**src/rtl/wdog_pkg.sv**
```systemverilog
package wdog_pkg;

    // Default width of the timeout field, in tick periods.
    parameter int unsigned TMO_W_DEF = 6;

    // What the counter does in one clock cycle.
    typedef enum logic [2:0] {
        ACT_HOLD,
        ACT_APPLY,
        ACT_STROBE,
        ACT_DEC,
        ACT_EXPIRE
    } cnt_act_e;

    // Priority: a new value at a tick beats a strobe, which beats counting.
    function automatic cnt_act_e pick_action(
        input logic apply,
        input logic strobe,
        input logic tick,
        input logic enabled,
        input logic last
    );
        if (apply)
            return ACT_APPLY;
        else if (strobe)
            return ACT_STROBE;
        else if (tick && enabled)
            return last ? ACT_EXPIRE : ACT_DEC;
        else
            return ACT_HOLD;
    endfunction

endpackage

```
**src/rtl/wdog_ctrl_reg.sv**
```systemverilog
module wdog_ctrl_reg #(
    parameter int unsigned TMO_W  = wdog_pkg::TMO_W_DEF,
    localparam int unsigned DATA_W = TMO_W + 2
) (
    input  logic              clk,
    input  logic              rst,
    input  logic              tick_i,
    input  logic              wr_en_i,
    input  logic [DATA_W-1:0] wr_data_i,
    input  logic              strobe_ack_i,
    output logic              strobe_req_o,
    output logic              apply_o,
    output logic [TMO_W-1:0]  staged_o,
    output logic [TMO_W-1:0]  active_o,
    output logic [DATA_W-1:0] rd_data_o
);
    localparam int unsigned STB_BIT  = DATA_W - 1;
    localparam int unsigned PROT_BIT = DATA_W - 2;

    typedef struct packed {
        logic             strobe;
        logic             prot;
        logic [TMO_W-1:0] tmo;
    } wr_fields_t;

    wr_fields_t       wr_f;
    logic             prot_q;
    logic             pending_q;
    logic             strobe_q;
    logic [TMO_W-1:0] staged_q;
    logic [TMO_W-1:0] active_q;

    always_comb begin
        wr_f.strobe = wr_data_i[STB_BIT];
        wr_f.prot   = wr_data_i[PROT_BIT];
        wr_f.tmo    = wr_data_i[TMO_W-1:0];
    end

    assign apply_o = tick_i & pending_q;

    always_ff @(posedge clk) begin
        if (rst) begin
            prot_q    <= 1'b1;
            pending_q <= 1'b0;
            staged_q  <= '0;
            active_q  <= '0;
        end else begin
            if (apply_o) begin
                active_q  <= staged_q;
                pending_q <= 1'b0;
            end
            if (wr_en_i) begin
                prot_q <= wr_f.prot;
                if (!prot_q) begin
                    staged_q  <= wr_f.tmo;
                    pending_q <= 1'b1;
                end
            end
        end
    end

    always_ff @(posedge clk) begin
        if (rst)
            strobe_q <= 1'b0;
        else if (wr_en_i && wr_f.strobe)
            strobe_q <= 1'b1;
        else if (strobe_ack_i)
            strobe_q <= 1'b0;
    end

    assign strobe_req_o = strobe_q;
    assign staged_o     = staged_q;
    assign active_o     = active_q;
    assign rd_data_o    = {1'b0, prot_q, active_q};


    prot_write_ignored_chk: assert property (@(posedge clk) disable iff (rst)
        (wr_en_i && prot_q && !pending_q && !apply_o) |=> !pending_q);


    active_only_at_tick_chk: assert property (@(posedge clk) disable iff (rst)
        !tick_i |=> $stable(active_q));


    strobe_retired_chk: assert property (@(posedge clk) disable iff (rst)
        (strobe_q && !(wr_en_i && wr_f.strobe)) |=> !strobe_q);

endmodule

```
**src/rtl/wdog_counter.sv**
```systemverilog
module wdog_counter
    import wdog_pkg::*;
#(
    parameter int unsigned TMO_W = wdog_pkg::TMO_W_DEF
) (
    input  logic             clk,
    input  logic             rst,
    input  logic             tick_i,
    input  logic             apply_i,
    input  logic             strobe_i,
    input  logic [TMO_W-1:0] staged_i,
    input  logic [TMO_W-1:0] active_i,
    output logic             strobe_ack_o,
    output logic [TMO_W-1:0] count_o,
    output logic             timeout_o
);
    localparam logic [TMO_W-1:0] CNT_ONE = TMO_W'(1);

    cnt_act_e         act;
    logic [TMO_W-1:0] count_q;
    logic             timeout_q;

    always_comb begin
        act = pick_action(apply_i, strobe_i, tick_i,
                          active_i != '0, count_q <= CNT_ONE);
    end

    always_ff @(posedge clk) begin
        if (rst) begin
            count_q   <= '0;
            timeout_q <= 1'b0;
        end else begin
            timeout_q <= 1'b0;
            case (act)
                ACT_APPLY:  count_q <= staged_i;
                ACT_STROBE: count_q <= active_i;
                ACT_DEC:    count_q <= count_q - CNT_ONE;
                ACT_EXPIRE: begin
                    count_q   <= active_i;
                    timeout_q <= 1'b1;
                end
                default:    count_q <= count_q;
            endcase
        end
    end

    assign strobe_ack_o = strobe_i;
    assign count_o      = count_q;
    assign timeout_o    = timeout_q;


    pulse_after_tick_chk: assert property (@(posedge clk) disable iff (rst)
        !tick_i |=> !timeout_q);


    strobe_reload_chk: assert property (@(posedge clk) disable iff (rst)
        (strobe_i && !apply_i) |=> (count_q == $past(active_i)));

endmodule

```
**src/rtl/wdog_strobed.sv**
```systemverilog
module wdog_strobed #(
    parameter int unsigned TMO_W  = wdog_pkg::TMO_W_DEF,
    localparam int unsigned DATA_W = TMO_W + 2
) (
    input  logic              clk,
    input  logic              rst,
    input  logic              tick_i,
    input  logic              wr_en_i,
    input  logic [DATA_W-1:0] wr_data_i,
    output logic [DATA_W-1:0] rd_data_o,
    output logic              timeout_o
);
    logic             strobe_req;
    logic             strobe_ack;
    logic             apply;
    logic [TMO_W-1:0] staged;
    logic [TMO_W-1:0] active;
    logic [TMO_W-1:0] count;

    wdog_ctrl_reg #(.TMO_W(TMO_W)) u_reg (
        .clk          (clk),
        .rst          (rst),
        .tick_i       (tick_i),
        .wr_en_i      (wr_en_i),
        .wr_data_i    (wr_data_i),
        .strobe_ack_i (strobe_ack),
        .strobe_req_o (strobe_req),
        .apply_o      (apply),
        .staged_o     (staged),
        .active_o     (active),
        .rd_data_o    (rd_data_o)
    );

    wdog_counter #(.TMO_W(TMO_W)) u_cnt (
        .clk          (clk),
        .rst          (rst),
        .tick_i       (tick_i),
        .apply_i      (apply),
        .strobe_i     (strobe_req),
        .staged_i     (staged),
        .active_i     (active),
        .strobe_ack_o (strobe_ack),
        .count_o      (count),
        .timeout_o    (timeout_o)
    );


    disabled_silent_chk: assert property (@(posedge clk) disable iff (rst)
        (active == '0) |=> !timeout_o);


    count_bounded_chk: assert property (@(posedge clk) disable iff (rst)
        count <= active);

endmodule

```
**config.mk**
```make
export PLATFORM = sky130hd
export DESIGN_NAME = wdog_strobed
export DESIGN_NICKNAME = d
export VERILOG_FILES = /design/src/rtl/wdog_pkg.sv /design/src/rtl/wdog_ctrl_reg.sv /design/src/rtl/wdog_counter.sv /design/src/rtl/wdog_strobed.sv
export SDC_FILE = /design/constraint.sdc
export NUM_CORES = 1
export LEC_CHECK = 0
export BUFFER_PORTS_ARGS = -buffer_cell sky130_fd_sc_hd__buf_2
export CAP_MARGIN = 20
export CORE_MARGIN = 2
export CORE_UTILIZATION = 53
export DETAILED_ROUTE_END_ITERATION = 6
export PLACE_DENSITY = 0.77
export SETUP_SLACK_MARGIN = 0.1
export SLEW_MARGIN = 30
export SYNTH_ARGS = -nofsm -noshare
export SYNTH_HDL_FRONTEND = slang
export SYNTH_SLANG_ARGS = --single-unit
```
**constraint.sdc**
```tcl
create_clock -name clk -period 1.95 [get_ports clk]
set_input_delay 0.0975 -clock clk [delete_from_list [all_inputs] [get_ports clk]]
set_output_delay 0.0975 -clock clk [all_outputs]
set_load 0.05 [all_outputs]
```
==> results of run 1 <==
-- worst register-to-register path, delay by kind of cell (launching register included) --
family / cells / cell delay, ns
simple gates: 4 / 1.04
flops: 1 / 0.38
compound gates: 1 / 0.28
-- state kept, by name, summed over array words and instances, names as in the netlist --
name	cells
u_cnt.timeout_o	1
u_cnt.count_o	6
u_reg.pending_q	1
u_reg.prot_q	1
u_reg.strobe_req_o	1
u_reg.active_o	6
u_reg.staged_o	6
-- placed cells by master, fill, tap and decap left out, types with 2 or more instances in the layout --
master / instances
buf_2: 19
nor2b_1: 2
inv_1: 4
dfxtp_1: 20
and4b_1: 2
dfxtp_2: 2
nor3_1: 4
mux2i_1: 7
a21oi_1: 10
nor2_2: 3
dlygate4sd3_1: 2
xnor2_1: 2
nand3_1: 2
o21ai_0: 4
clkbuf_4: 3
nand2_1: 18
a222oi_1: 3
nor2_1: 16
-- logic make-up after synthesis --
group	synth area share, %
and+or+nand+nor	26.1
AOI/OAI and AO/OA	18.3
DFF	40.6
buffers and inverters	4.27
muxes	6.46
adders and majority gates	2.31
xor gates and xnor gates	1.62
other	0.346
-- where the power goes --
group	internal, mW	leakage [nW]	total (mW)	switching (mW)
registers	0.466	0.180	0.485	0.0189
logic	0.0700	0.294	0.159	0.0893
clock network	0.0721	0.0138	0.202	0.130
total	0.608	0.487	0.847	0.239
-- cell usage after synthesis, drive strengths merged (3+ instances only) --
master  number  area share [%]
dfxtp       22              41
mux2i        7             6.5
a222oi       3             2.8
o21ai        5             2.3
nand2       18             6.2
buf          3             1.8
nor2        19             7.0
clkbuf       3             1.0
inv          4             1.4
nor3         5             2.8
a21oi       11             6.1
-- through the flow --
stage	hold slack (ns)	cell area, um2	setup WS (ns)	std cells	utilization [%]
5_1_grt	0.0342	1260	0.0888	174	65.0
6_report	0.0222	1260	0.179	174	65.0
4_1_cts	0.0217	1250	0.107	174	64.3
3_5_place_dp	0.309	1190	0.0802	168	61.3
2_1_floorplan	0.196	1090	0.105	127	-
3_3_place_gp	0.302	1190	0.217	168	61.3
-- area by class of cell --
cell class | count | area share, %
inverters | 4 | 1.19
flip-flops and latches | 22 | 35.1
multi-input cells | 96 | 49.6
well taps | 27 | 2.68
repair buffers | 22 | 9.71
clock buffers | 3 | 1.78
-- path summary, 6_finish.rpt --
check | endpoint | slack [ns] | cells past startpoint
min | u_reg.staged_o[5]$_SDFFE_PP0P_ | 0.02 | 3
max | u_cnt.count_o[4]$_SDFFE_PP0P_ | 0.18 | 5
max reg2reg | u_cnt.count_o[4]$_SDFFE_PP0P_ | 0.18 | 5
min reg2reg | u_reg.active_o[5]$_SDFFE_PP0P_ | 0.48 | 2
-- what timing repair did --
| action | CTS | global route |
|---|---|---|
| resized for setup | 1 | 3 |
| hold buffers | 2 | 0 |
| setup endpoints to repair | 2 | 5 |
| cloned | 1 | 0 |
| pin swaps | 1 | 2 |
| hold endpoints to repair | 2 | 0 |
-- per-layer routing --
layer / GRT usage [%] / vias to the layer above
met4: 16.2 / 0
met5: 0 / -
met2: 32.7 / 47
met3: 3.37 / 10
li1: - / 489
met1: 25.3 / 452
==> qor.yml, run 1 <==
logic_synthesis:
  synthDistinctLibCells: 38
  async_flop_share_pct: 0
  ys_seq_area_share_pct: 40.6
  synth_edf_count: 0
  ys.flop_type: "dfxtp_1"
  ys_seq_elements: 22
  ys_warn_count: 0
  synth_fp_nets: 141
  avgSynthCellArea_um2: 8.54
  synth_area_um2: 1080
  synthCells: 127
floorplanning:
  fp.coreArea_um2: 1940
  die_h_um: 49.2
  num_rows: 16
  die_w_um: 49.2
  start_util_pct: 55.9
  io_pins: 21
  dieArea_um2: 2420
timing:
  finalSetupTns_ns: 0
  fin_crit_ns: 1.77
  fmax_mhz: 565
  clock_skew_ns: 0.00909
  rsz0062_at_grt: "yes"
  period_share_pct: 90.8
  slew_viol_final: 0
  hold_viol_final: 0
  setup_viol: 0
cells_and_area:
  antenna-diode-count: 0
  fill_cells: 164
  area_growth_syn_to_layout_pct: 16.4
  drive_gt1_share_pct: 24.5
  ff_latch_area_um2: 443
  multi_input_area_um2: 626
  fin_nets: 163
global_route:
  grt_overflow: 0
  antenna_found_initial: 0
  grt_usage_pct: 20.9
  grt_max_degree: 23
  grt_pass1_wl_mm: 3.93
  grt_pass1_vias: 939
place:
  portBuffers: 19
  hpwl_mm: 1.70
  gp_congestion: 0.890
drt:
  drc_errors: 0
  routedWlPerCell_um: 13.8
  routed.top_layer: "met4"
  dr.pass1.iters: 4
  met2_length_mm: 1.19
  routed-wl-met3_um: 140
  ant_nets: 0
  viasPerCell: 5.74
  vias: 998
  routed_wl_mm: 2.40
  drtIter0Drc: 43
  drt-met1-wl_um: 997
setup_path:
  critical_path_class: "register to register"
  critPathArrivalTime_ns: 1.99
  cp_top_family: "simple AND/OR/NAND/NOR gates"
  cp-start-kind: "register"
  crit_chain: "nor3_2, nor3b_4, nor2_2, or3_1, a311oi_2"
  worstSetupStartpoint: "u_cnt.count_o[2]$_SDFFE_PP0P_"
  critPathBufInv: 0
  required_ns: 2.17
  critPathMaxFanout: 5
  max_stage_delay_ns: 0.38
  crit_path_end_kind: "register"
  slowest_stage: "dfxtp_1"
  r2r-start: "u_cnt.count_o[2]$_SDFFE_PP0P_"
job:
  maxCapViolCount: 0
clock_tree:
  root_buffer: "clkbuf_4"
  cts.path.max_buffers: 2
  cts_max_level: 1
  cts_tree: "done"
  clk_pin_slew_ns: 0.12
  postCtsSetupBuffers: 0
  clock-sinks: 22
  insertion_delay_ns: 0.30
  numCtsBuffers: 3
min_path:
  hold_start: "wr_data_i[5]"
  hold_path_class: "primary input to register"
power:
  ir_drop_uv: 565
  total_power_mw: 0.847
  p_per_area_nw_per_um2: 671
  p_leak_nw: 0.487
status:
  status: "finished clean"
Power figures use the tool's default switching activity.
==> run 2, diff against run 1 <==
==> constraint.sdc (replaced) <==
create_clock -name clk -period 1.9 [get_ports clk]
set_input_delay 0.095 -clock clk [delete_from_list [all_inputs] [get_ports clk]]
set_output_delay 0.095 -clock clk [all_outputs]
set_load 0.05 [all_outputs]
==> qor.yml, run 2 (synthesized netlist as in run 1, its figures left out) <==
floorplanning:
  fp.coreArea_um2: 1940  # unchanged
  num_rows: 16  # unchanged
  die_w_um: 49.2  # unchanged
  dieArea_um2: 2420  # unchanged
  start_util_pct: 55.9  # unchanged
  io_pins: 21  # unchanged
  die_h_um: 49.2  # unchanged
clock_tree:
  postCtsSetupBuffers: 0  # unchanged
  clk_pin_slew_ns: 0.13  # about the same
  cts_max_level: 1  # unchanged
  clock-sinks: 22  # unchanged
  numCtsBuffers: 3  # unchanged
  root_buffer: "clkbuf_4"
  insertion_delay_ns: 0.32  # +0.02 ns
  cts.path.max_buffers: 2  # unchanged
  cts_tree: "done"
setup_path:
  critical_path_class: "register to register"
  r2r_slack_ns: 0.20  # +0.02 ns
  critPathMaxFanout: 5  # unchanged
  required_ns: 2.11  # -0.06 ns
  r2r_end: "u_cnt.count_o[0]$_SDFFE_PP0P_"
  critPathArrivalTime_ns: 1.90  # -0.09 ns
  crit_chain: "ha_2, nor2_4, nor3b_4, o21ai_0, a222oi_1, nor3_1"
  crit_path_end_kind: "register"
  max_stage_delay_ns: 0.43  # +0.05 ns
  reg2regPathDepth: 6  # +1
  slowest_stage: "dfxtp_1"
  r2r-start: "u_cnt.count_o[0]$_SDFFE_PP0P_"
  cp-start-kind: "register"
cells_and_area:
  drive_gt1_share_pct: 29.7  # +5.2 points
  area_growth_syn_to_layout_pct: 20.2
  antenna-diode-count: 0  # unchanged
  layout_common_cells: "buf_2 (19), nand2_1 (18), nor2_1 (16), dfxtp_1 (16), a21oi_1 (10)"
  stdcell_area_um2: 1300  # +3.3%
  layout_commonest_cell: "buf_2"
  fin_nets: 163  # unchanged
drt:
  routedWlPerCell_um: 13.4  # -2.8%
  ant_nets: 0  # unchanged
  drc_errors: 0  # unchanged
  viasPerCell: 5.62  # -2.0%
  drtIter0Drc: 38  # -12%
  dr.pass1.iters: 4  # unchanged
  routed_wl_mm: 2.35  # -2.2%
  vias: 984  # -1.4%
power:
  p_per_area_nw_per_um2: 714  # +6.5%
  p_leak_nw: 0.504  # +3.5%
  ir_drop_uv: 620  # +9.9%
global_route:
  antenna_found_initial: 0  # unchanged
  grt_pass1_vias: 904  # -3.7%
  grt_pass1_wl_mm: 4.04  # +2.6%
  grt_max_degree: 23  # unchanged
  grt_usage_pct: 21.2  # +0.36 points
  grt_overflow: 0  # unchanged
min_path:
  whs_endpoint: "u_reg.staged_o[0]$_SDFFE_PP0P_"
  holdPathStages: 3  # unchanged
  hold_start: "wr_data_i[0]"
  hold_path_class: "primary input to register"
timing:
  setup_viol: 0  # unchanged
  worst_slack_ns: 0.201  # +0.0226 ns
  rsz0062_at_grt: "no"
  hold_viol_final: 0  # unchanged
  fin_crit_ns: 1.70  # -0.0726 ns
  fin_hold_ws_ns: 0.00878  # -0.0135 ns
  period_share_pct: 89.4  # -1.4 points
  clock_skew_ns: 0.00785  # -0.00125 ns
  finalSetupTns_ns: 0  # unchanged
  slew_viol_final: 0  # unchanged
  fmax_mhz: 589  # +4.3%
place:
  portBuffers: 19  # unchanged
  gp_congestion: 0.868  # -2.4%
  pre_cts_ws_ns: 0.0844  # +0.00423 ns
  hpwl_mm: 1.67  # -1.8%
  postPlaceCellArea_um2: 1200  # +0.53%
status:
  status: "finished clean"
job:
  maxCapViolCount: 0  # unchanged
==> run 2: how the worst max path moves through the flow <==
stage	from	to	slack, ns	cells after the start
final	u_cnt.count_o[0]$_SDFFE_PP0P_	u_cnt.count_o[0]$_SDFFE_PP0P_	0.20	6
after global routing	u_cnt.count_o[0]$_SDFFE_PP0P_	u_cnt.count_o[2]$_SDFFE_PP0P_	0.12	7
after detailed placement	u_cnt.count_o[0]$_SDFFE_PP0P_	u_cnt.count_o[2]$_SDFFE_PP0P_	0.08	7
after CTS	u_cnt.count_o[0]$_SDFFE_PP0P_	u_cnt.count_o[5]$_SDFFE_PP0P_	0.09	6
after floorplan	u_reg.active_o[5]$_SDFFE_PP0P_	u_cnt.count_o[5]$_SDFFE_PP0P_	0.25	5
after global placement	u_cnt.count_o[0]$_SDFFE_PP0P_	u_cnt.count_o[2]$_SDFFE_PP0P_	0.17	7
==> run 2: layout make-up <==
type,instances,area [um2]
Sequential cell,22,448
Multi-Input combinational cell,96,648
Timing Repair Buffer,22,123
Inverter,4,15.0
Fill cell,180,638
Clock buffer,4,36.3
Tap cell,27,33.8
==> run 2: power by group <==
part	total [mW]	leakage, nW	switching [mW]	internal, mW
combinational	0.167	0.302	0.0919	0.0756
clock	0.264	0.0210	0.147	0.117
sequential	0.499	0.182	0.0215	0.478
==> run 2: critical path: cells and delay by family (launching register included) <==
family	cells	cell delay (ns)
AOI/OAI and AO/OA	2	0.52
and+or+nand+nor	3	0.41
adders and majority gates	1	0.23
DFF	1	0.43
==> run 2: layer usage <==
metal / GRT usage, % / vias up / part of all wire [%]
li1: - / 491 / -
met1: 27.0 / 455 / 46
met2: 35.6 / 34 / 48
met3: 2.15 / 4 / 4.5
met4: 10.5 / 0 / 1.2
met5: 0 / - / 0
==> run 2: timing repair <==
action,CTS,global route
resized for setup,1,8
setup endpoints to repair,4,6
endpoints found under the hold margin,2,0
pin swaps,1,2
hold buffers,2,0
gates cloned,1,0
==> run 2: metrics by stage <==
step                instances  utilization (%)  power (mW)
global placement          168             61.7       0.646
global route              175             67.1       0.974
floorplan                 127                -       0.616
detailed placement        168             61.7       0.650
CTS                       175             65.3       0.921
finish                    175             67.1       0.931
